`config.mk`:
```
export PLATFORM = sky130hd
export DESIGN_NAME = cpu_io_bus_merge
export DESIGN_NICKNAME = d
export VERILOG_FILES = /design/src/rtl/cpu_io_bus_merge.sv
export SDC_FILE = /design/constraint.sdc
export NUM_CORES = 1
export LEC_CHECK = 0
export ABC_AREA = 1
export BUFFER_PORTS_ARGS = -buffer_cell sky130_fd_sc_hd__buf_2
export CORE_UTILIZATION = 39
export DETAILED_ROUTE_END_ITERATION = 7
export GPL_ROUTABILITY_DRIVEN = 0
export PLACE_DENSITY_LB_ADDON = 0.15
export SYNTH_ARGS = -nofsm -noshare
export SYNTH_HDL_FRONTEND = slang
export SYNTH_SLANG_ARGS = --single-unit
```
`constraint.sdc`:
```
create_clock -name clk -period 1.11 [get_ports clk]
set_input_delay 0.0555 -clock clk [delete_from_list [all_inputs] [get_ports clk]]
set_output_delay 0.0555 -clock clk [all_outputs]
set_load 0.005 [all_outputs]
```
`src/rtl/cpu_io_bus_merge.sv`:
```
module cpu_io_bus_merge #(
  parameter int AW = 16,
  parameter logic [AW-1:0] STAT_ADDR  = 16'h4015,
  parameter logic [AW-1:0] PORT1_ADDR = 16'h4016,
  parameter logic [AW-1:0] PORT2_ADDR = 16'h4017
) (
  input  logic          clk,
  input  logic          rst_n,
  input  logic          variant_b,
  input  logic          cyc_en,
  input  logic          is_read,
  input  logic [AW-1:0] addr,
  input  logic [7:0]    wdata,
  input  logic          pad1_ser,
  input  logic          pad2_ser,
  input  logic          mic_in,
  input  logic [3:0]    exp1_in,
  input  logic [3:0]    exp2_in,
  input  logic [6:0]    apu_stat,
  input  logic          preload_en,
  input  logic [7:0]    preload_val,
  output logic [7:0]    rd_data
);

  logic [7:0] bus_q, bus_eff, drv, mask;

  assign bus_eff = preload_en ? preload_val : bus_q;

  always_comb begin
    drv  = '0;
    mask = '0;
    if (addr == STAT_ADDR) begin
      mask = 8'hDF;
      drv  = {apu_stat[6:5], 1'b0, apu_stat[4:0]};
    end else if (addr == PORT1_ADDR) begin
      if (variant_b) begin
        mask = 8'h1F;
        drv  = {3'b000, exp1_in, pad1_ser};
      end else begin
        mask = 8'h07;
        drv  = {5'b00000, mic_in, exp1_in[0], pad1_ser};
      end
    end else if (addr == PORT2_ADDR) begin
      mask = 8'h1F;
      drv  = {3'b000, exp2_in, pad2_ser};
    end
  end

  assign rd_data = (drv & mask) | (bus_eff & ~mask);

  always_ff @(posedge clk) begin
    if (!rst_n)          bus_q <= 8'h00;
    else if (cyc_en)     bus_q <= is_read ? rd_data : wdata;
    else if (preload_en) bus_q <= preload_val;
  end

  p_write_lands_r2: assert property (@(posedge clk) disable iff (!rst_n)
    (cyc_en && !is_read) |=> (bus_q == $past(wdata)));

  p_idle_holds_r2: assert property (@(posedge clk) disable iff (!rst_n)
    (!cyc_en && !preload_en) |=> $stable(bus_q));

  p_read_lands_r3: assert property (@(posedge clk) disable iff (!rst_n)
    (cyc_en && is_read) |=> (bus_q == $past(rd_data)));

  p_port1a_upper_r4: assert property (@(posedge clk) disable iff (!rst_n)
    (cyc_en && is_read && !preload_en && !variant_b && addr == PORT1_ADDR)
      |=> (bus_q[7:3] == $past(bus_q[7:3])));

  p_port2_upper_r5: assert property (@(posedge clk) disable iff (!rst_n)
    (cyc_en && is_read && !preload_en && addr == PORT2_ADDR)
      |=> (bus_q[7:5] == $past(bus_q[7:5])));

  p_stat_bit5_r7: assert property (@(posedge clk) disable iff (!rst_n)
    (cyc_en && is_read && !preload_en && addr == STAT_ADDR)
      |=> (bus_q[5] == $past(bus_q[5])));

  p_preload_lands_r9: assert property (@(posedge clk) disable iff (!rst_n)
    (!cyc_en && preload_en) |=> (bus_q == $past(preload_val)));

endmodule

```
After elaboration in Yosys (flattened, before gate mapping). Index checks and enable logic that the tools add are counted.

Word-level logic and storage cells: 19. Output and inout bits: 8. Bits in registers: 8. Bits of input ports: 56.

Equal/unequal tests: 3. Muxes and demuxes: 11. Bitwise operators: 4.

Operators by type and width (number): 8-bit two-way mux (7); 16-bit by 15-bit equality test with 1-bit output (second input constant) (3); 5-bit two-way mux (4); 8-bit AND (2); 8-bit inverter (1); 8-bit OR (1).

Depth between registers and ports, before layout. Gate-level depths: netlist of run 1.

Word-level depth: 9. Gate-level depth with buffers: 11. Gate-level depth less buffers: 11.

Worst setup path before layout of run 1. OpenSTA, ideal clock, no wires.

Path kind: input -> register. Start point: in addr[7]. End point: reg bus_q[4]. Slack: 0.050 ns. Required time: 0.989 ns. Library setup time: 0.121 ns. Buffers on the path: 0. Stages on the path: 10. Data arrival time: 0.938 ns. Cells stage by stage: nor2_1 > nand2_2 > nor2_4 > nand2_1 > nand2_1 > nand2_1 > nand3_1 > nand2_1 > nand2_1 > a21oi_1.

Word-level cells in the longest chain between the ends: 9. Elaborated cells on any way between the ends: 15. Classes of those cells: eq/ne: 3; mux: 8; bitwise: 4.

Ends and longest elaborated chain: from (decl) (line 12) `input logic [AW-1:0] addr,`; 16-bit by 15-bit equality test with 1-bit output (line 43) `end else if (addr == PORT2_ADDR) begin`; 5-bit two-way mux (line 43); 8-bit two-way mux (line 35) `end else if (addr == PORT1_ADDR) begin`; 8-bit two-way mux (line 32) `if (addr == STAT_ADDR) begin`; 8-bit inverter (line 49) `assign rd_data = (drv & mask) | (bus_eff & ~mask);`; 8-bit AND (line 49); 8-bit OR * (line 49); net rd_data[4] (line 22) `output logic [7:0] rd_data`; 8-bit two-way mux * (2 in a row) (line 53) `else if (cyc_en) bus_q <= is_read ? rd_data : wdata;`; to (signal assigned) (line 53); to (signal assigned) (line 54) `else if (preload_en) bus_q <= preload_val;`; to (decl) (line 25) `logic [7:0] bus_q, bus_eff, drv, mask;`.

Mark *: on every way through the listed nets, which the timed path passes. The rest lies on a longest branch. A chain may end at the register's enable or synchronous reset.

Worst setup path in the final report of run 1.
Start point: in addr[10]. End point: out rd_data[3].

Word-level cells in the longest chain between the ends: 7. Elaborated cells on any way between the ends: 13. Classes of those cells: eq/ne: 3; mux: 6; bitwise: 4.

Ends and longest elaborated chain (line): 16-bit by 15-bit equality test with 1-bit output (43); 5-bit two-way mux (43); 8-bit two-way mux (35); 8-bit two-way mux (32); 8-bit inverter (49); 8-bit AND (49); 8-bit OR * (49); to (decl) (22).

Mark *: on every way between the ends. The rest lies on a longest branch, timed or not.

==> key figures, run 1 <==
Outcome
  – Status: complete, but fails checks
  – Violated checks: setup timing

Global routing
  – Initial antenna violation count: 0
  – Vias in the first global route: 1055
  – First-pass GRT wire length: 3950 um
  – Largest net degree at the start of global routing: 9
  – GR Overflow Total: 0
  – Total GRT Usage: 0.238

Timing
  – Rel. slew slack: 0.635
  – Final-report hold violation count: 0
  – Measured slew at the worst slew-check pin: 0.546 ns
  – Final Max Slew Viols: 0
  – Setup TNS: -0.119 ns
  – Max Fclk: 854 MHz
  – Endpoints failing setup: 2
  – RSZ-0062 raised after global routing: true
  – Final setup margin: -0.0607 ns
  – Final Cycle Share: 1.05
  – Clock Skew: 0 ns
  – Final min period: 1.17 ns
  – Hold slack: 0.0450 ns

Synthesis
  – Synth top area share: 0.225
  – Mapped Cells: 143
  – Synth Cell Area: 833 um^2
  – Post-Synth Simple-Gate Area: 0.578
  – Adder-Cell Fraction of Synth Area: 0
  – Synth Area per Inst: 5.83 um^2
  – Number of synthesized flops with an enable pin: 0
  – Post-Syn Nets: 199
  – Synth Area in XOR/XNOR: 0
  – Compound-gate portion of the synthesized area: 0.122
  – Main synth FF type: dfxtp_1
  – Count of cell types in the netlist: 21
  – #FFs+latches synth: 8
  – Top cells by area, synth: nand2_1 23%, dfxtp_1 19%, nand3_1 7.8%, nor2_4 6.8%, a22oi_1 6.3%
  – Largest family of logic cells by synthesized area: simple AND/OR/NAND/NOR gates
  – Seq/Total Area, Yosys: 0.192
  – FFs w/ async S/R, synth: 0
  – Dominant cell type by area after synthesis: nand2_1
  – Post-synthesis mux area share: 0.0120
  – YS warnings: 0

Pwr
  – Pwr dens: 604 mW/mm^2
  – Clock share of power: 0.250
  – P_int: 0.624 mW
  – Sw Pwr: 0.291 mW
  – Worst IR Drop VDD: 0.726 mV
  – Combinational share of power: 0.407
  – Power Total: 0.915 mW
  – Lkg Pwr: 0.802 nW
  – Reg power frac: 0.342
  – Sw Share: 0.318

Die
  – DIE WIDTH: 48.2 um
  – Initial core utilization: 0.420
  – Die ar.: 0.00233 mm^2
  – Core area: 0.00198 mm^2
  – IO Pins: 64
  – Die Y: 48.2 um
  – FP Rows: 16

Cells and area
  – Largest regs: bus_q x8
  – Layout area overhead: 81.7%
  – NumNets Final: 280
  – Final Core Density: 0.764
  – Layout cell share with drive strength beyond 1: 0.563
  – Most flop-heavy register: bus_q
  – Antenna diode count: 0
  – Fillers: 156
  – Number of flip-flops under the largest register name: 8
  – Area of the multi-input gates: 728 um^2
  – Sequential cell area: 160 um^2
  – Non-filler cells in the finished layout: 249

Flow run
  – Max-cap viol count: 0

Clock network
  – CTS Buffer Depth: 2
  – Clock Tree Root: clkbuf_4
  – H-tree Lvls: 1
  – Clock sink count: 8
  – Inserted Clock Buffers: 3
  – Hold-fix buffer count after cts: 0
  – Clock insertion delay at the later pin of the skew report: 0.26 ns
  – Clk pin slew, worst setup/hold paths: 0.05 ns
  – CTS tree: done

Route
  – DRT iter0 DRCs: 35
  – Routed len/inst: 12.2 um
  – Antenna viol nets, final: 0
  – Vias per cell: 5.10
  – Detailed-route via count: 1269
  – DR pass1 iterations: 4
  – Detailed Route WL: 3030 um
  – Drt drc: 0

Place
  – Post-Place Cells: 241
  – PortBufs: 63
  – DP HPWL: 2100 um

Critical path
  – Critical Path RT: 1.05 ns
  – Crit path DAT: 1.12 ns
  – CP Max Fanout: 6
  – CP Capture Type: output port
  – Crit Path Class: input pin to output port
  – Critical Path Source Type: input pin

Hold path
  – HP Class: input pin to flop
==> repair_timing <==
| action | 4_1_cts | 5_1_grt |
|---|---|---|
| pin swaps | 10 | 18 |
| gates resized for setup | 10 | 41 |
| setup endpoints to repair | 5 | 8 |
| setup buffers | 3 | 2 |
==> cell usage in the layout, fill, tap and decap left out <==
| cell | n |
|---|---|
| o21ai_0 | 1 |
| a22oi_1 | 7 |
| nand3b_1 | 3 |
| buf_2 | 53 |
| nor3_1 | 1 |
| nor2_2 | 3 |
| nand2_8 | 1 |
| clkbuf_4 | 3 |
| a21oi_1 | 6 |
| buf_4 | 11 |
| nand2_1 | 39 |
| nand2_2 | 13 |
| inv_2 | 3 |
| nor2_4 | 11 |
| a21oi_2 | 1 |
| nand3_2 | 10 |
| nor2_1 | 6 |
| nand4_1 | 5 |
| nand3_1 | 6 |
| buf_6 | 14 |
| mux2i_1 | 1 |
| clkinv_1 | 1 |
| nand2_4 | 1 |
| inv_1 | 13 |
| o21ai_2 | 1 |
| dfxtp_1 | 8 |
==> final timing paths <==
kind	from	endpoint	slack, ns	depth (start not counted)
worst min register to register	bus_q[5]	bus_q[5]	0.63	4
worst max-delay path	addr[10]	rd_data[3]	-0.06	11
worst max register to register	bus_q[2]	bus_q[2]	0.13	7
worst min-delay path	wdata[5]	bus_q[5]	0.05	3
==> metrics by stage <==
step / setup WS [ns] / cell area, um^2
final: -0.0607 / 1510
after global routing: -0.172 / 1510
after CTS: -0.0301 / 1320
after detailed placement: -0.144 / 1240
after global placement: -0.116 / 1240
after floorplan: 0.0505 / 833
==> Yosys cell counts, types with 2 or more instances <==
| cell | count |
|---|---|
| nand3b_1 | 3 |
| nand3_1 | 13 |
| inv_2 | 2 |
| a21oi_1 | 7 |
| nand3_2 | 3 |
| dfxtp_1 | 8 |
| nor2_4 | 5 |
| nand2_1 | 50 |
| nand2_2 | 4 |
| a22oi_1 | 7 |
| nand4_1 | 5 |
| nor2_1 | 14 |
| inv_1 | 14 |
==> power groups by stage <==
stage               registers (mW)  logic (mW)  clock network [mW]
global route                 0.314       0.410               0.256
CTS                          0.313       0.301               0.230
detailed placement           0.319       0.286                   0
global placement             0.318       0.279                   0
finish                       0.313       0.373               0.229
floorplan                    0.317       0.134                   0
==> final cells by class <==
| cell class | count | area share |
|---|---|---|
| clock buffers | 3 | 0.0149 |
| inverters | 17 | 0.0421 |
| multi-input cells | 116 | 0.481 |
| flip-flops and latches | 8 | 0.106 |
| well taps | 27 | 0.0223 |
| repair buffers | 78 | 0.334 |
==> logic make-up after synthesis <==
| family | Yosys count |
|---|---|
| compound gates | 16 |
| buf+inv | 19 |
| flops | 8 |
| mux | 1 |
| simple gates | 99 |
==> routing by layer <==
metal  part of all wire  vias to the layer above  GRT usage
met5                  0                        -          0
met4              0.010                        0     0.0111
met3              0.070                        4     0.0741
met2               0.55                       59      0.440
met1               0.37                      580      0.279
li1                   -                      626          -
==> worst max-delay path, stage by stage <==
cell,delay (ns)
buf_6,0.10
nor2_4,0.10
nand2_2,0.07
nor2_4,0.18
buf_6,0.15
buf_4,0.11
nand3_1,0.08
nand2_1,0.07
nor2_1,0.04
nand2_2,0.08
buf_6,0.09
Power figures use the tool's default switching activity.
==> run 2, diff against run 1 <==
SKIP_LAST_GASP = 1   (was default)
==> run 2 against run 1 <==
- the flow still finishes with violations (setup timing)
- cell count unchanged
- core utilization decreased by 0.13 points
- sequential power about the same
- non-clock buffer count unchanged
==> key figures, run 2 (synthesis gave the netlist of run 1 again) <==
Clock network
  – H-tree Lvls: 1 (unchanged)
  – Clock Tree Root: clkbuf_4 (unchanged)
  – CTS tree: done (unchanged)
  – Clock sink count: 8 (unchanged)
  – CTS Buffer Depth: 2 (unchanged)
  – Clk pin slew, worst setup/hold paths: 0.05 ns (about the same)
  – Hold-fix buffer count after cts: 0 (unchanged)
  – Inserted Clock Buffers: 3 (unchanged)
  – Clock insertion delay at the later pin of the skew report: 0.26 ns (about the same)

Global routing
  – First-pass GRT wire length: 3950 um (about the same)
  – Largest net degree at the start of global routing: 9 (unchanged)
  – GR Overflow Total: 0 (unchanged)
  – Vias in the first global route: 1055 (unchanged)
  – Total GRT Usage: 0.238 (unchanged)
  – Initial antenna violation count: 0 (unchanged)

Timing
  – Hold slack: 0.0609 ns (was 0.0450 ns)
  – Final Cycle Share: 1.05 (about the same)
  – Measured slew at the worst slew-check pin: 0.581 ns (was 0.546 ns)
  – Max Fclk: 857 MHz (was 854 MHz)
  – Final min period: 1.17 ns (about the same)
  – Final-report hold violation count: 0 (unchanged)
  – Final setup margin: -0.0567 ns (was -0.0607 ns)
  – RSZ-0062 raised after global routing: true (unchanged)
  – Clock Skew: 0 ns (unchanged)
  – Endpoints failing setup: 2 (unchanged)
  – Final Max Slew Viols: 0 (unchanged)
  – Rel. slew slack: 0.611 (was 0.635)

Die
  – DIE WIDTH: 48.2 um (unchanged)
  – Initial core utilization: 0.420 (unchanged)
  – IO Pins: 64 (unchanged)
  – Die ar.: 0.00233 mm^2 (unchanged)
  – Die Y: 48.2 um (unchanged)
  – Core area: 0.00198 mm^2 (unchanged)
  – FP Rows: 16 (unchanged)

Cells and area
  – Fillers: 156 (unchanged)
  – Largest regs: bus_q x8 (unchanged)
  – Number of flip-flops under the largest register name: 8 (unchanged)
  – Final Core Density: 0.763 (was 0.764)
  – Layout cell share with drive strength beyond 1: 0.559 (was 0.563)
  – NumNets Final: 280 (unchanged)
  – Layout area overhead: 81.4% (was 81.7%)
  – Antenna diode count: 0 (unchanged)
  – Commonest cells after routing, fill and taps aside: 53 x buf_2, 39 x nand2_1, 14 x buf_6, 13 x inv_1, 13 x nand2_2 (unchanged)
  – Area of the multi-input gates: 726 um^2 (was 728 um^2)
  – Sequential cell area: 160 um^2 (unchanged)
  – Most flop-heavy register: bus_q (unchanged)
  – Commonest non-fill, non-tap cell in the layout: buf_2 (unchanged)

Critical path
  – Most frequent CP cell: buf_6 (unchanged)
  – Critical Path RT: 1.05 ns (about the same)
  – CP max stage delay: 0.18 ns (about the same)
  – Critical Path Source Type: input pin (unchanged)
  – CP Capture Type: output port (unchanged)
  – Flop2flop setup slack: 0.13 ns (about the same)
  – Worst-path cell chain: buf_6 -> nor2_4 -> nand2_2 -> nor2_4 -> buf_6 -> buf_4 -> nand3_1 -> nand2_1 -> nor2_1 -> nand2_2 -> buf_6 (unchanged)
  – CP max-delay cell: nor2_4 (unchanged)
  – Crit path DAT: 1.11 ns (was 1.12 ns)
  – CP Max Fanout: 6 (unchanged)
  – Crit Path Class: input pin to output port (unchanged)

Place
  – DP HPWL: 2100 um (unchanged)
  – PortBufs: 63 (unchanged)

Route
  – DRT iter0 DRCs: 46 (was 35)
  – Antenna viol nets, final: 0 (unchanged)
  – Drt drc: 0 (unchanged)
  – Vias per cell: 5.09 (was 5.10)
  – Detailed Route WL: 3030 um (about the same)
  – DR pass1 iterations: 4 (unchanged)
  – Detailed-route via count: 1267 (was 1269)
  – Routed len/inst: 12.2 um (about the same)

Flow run
  – Max-cap viol count: 0 (unchanged)

Outcome
  – Violated checks: setup timing (unchanged)
  – Status: complete, but fails checks (unchanged)

Pwr
  – Pwr dens: 606 mW/mm^2 (was 604 mW/mm^2)
  – Worst IR Drop VDD: 0.731 mV (was 0.726 mV)
  – Lkg Pwr: 0.801 nW (was 0.802 nW)

Hold path
  – HP Class: input pin to flop (unchanged)
-- run 2: what timing repair did --
action                     CTS  global route
resized for setup           10            40
buffers inserted             3             2
pin swaps                    9            18
hold endpoints to repair     0             0
setup endpoints to repair    5             8
-- run 2: layer usage --
metal / part of all wire / track usage / up-vias / routed length [um]
met2: 0.55 / 0.440 / 56 / 1660
met1: 0.38 / 0.279 / 578 / 1150
li1: - / - / 627 / -
met4: 0.0073 / 0.0111 / 0 / 22
met3: 0.065 / 0.0741 / 6 / 198
met5: 0 / 0 / - / 0
-- run 2: worst paths after layout --
path,startpoint,to,cells past startpoint
setup / recovery,addr[10],rd_data[3],11
hold / removal,wdata[5],bus_q[5],3
setup reg to reg,bus_q[2],bus_q[2],7
hold reg to reg,bus_q[5],bus_q[5],4
-- run 2: metrics by stage --
stage	cells	setup TNS [ns]	cell area, um^2	setup WS (ns)	power [mW]
after floorplan	143	0	833	0.0505	0.452
after global routing	249	-0.693	1510	-0.172	0.979
after detailed placement	241	-0.912	1240	-0.144	0.605
after CTS	247	-0.0468	1320	-0.0301	0.844
final	249	-0.107	1510	-0.0567	0.917
after global placement	241	-0.525	1240	-0.116	0.597
-- run 2: layout make-up --
| cell class | count | share of cell area |
|---|---|---|
| Multi-Input combinational cell | 116 | 0.480 |
| Timing Repair Buffer | 78 | 0.334 |
| Sequential cell | 8 | 0.106 |
| Inverter | 17 | 0.0422 |
| Tap cell | 27 | 0.0224 |
| Clock buffer | 3 | 0.0149 |
-- run 2: critical path: cells and delay by family --
| family | cells | cell delay (ns) |
|---|---|---|
| buf+inv | 4 | 0.44 |
| simple gates | 7 | 0.61 |
-- run 2: power by group --
| group | switching (mW) | internal (mW) |
|---|---|---|
| clock network | 0.107 | 0.124 |
| registers | 0.00516 | 0.308 |
| logic | 0.182 | 0.191 |
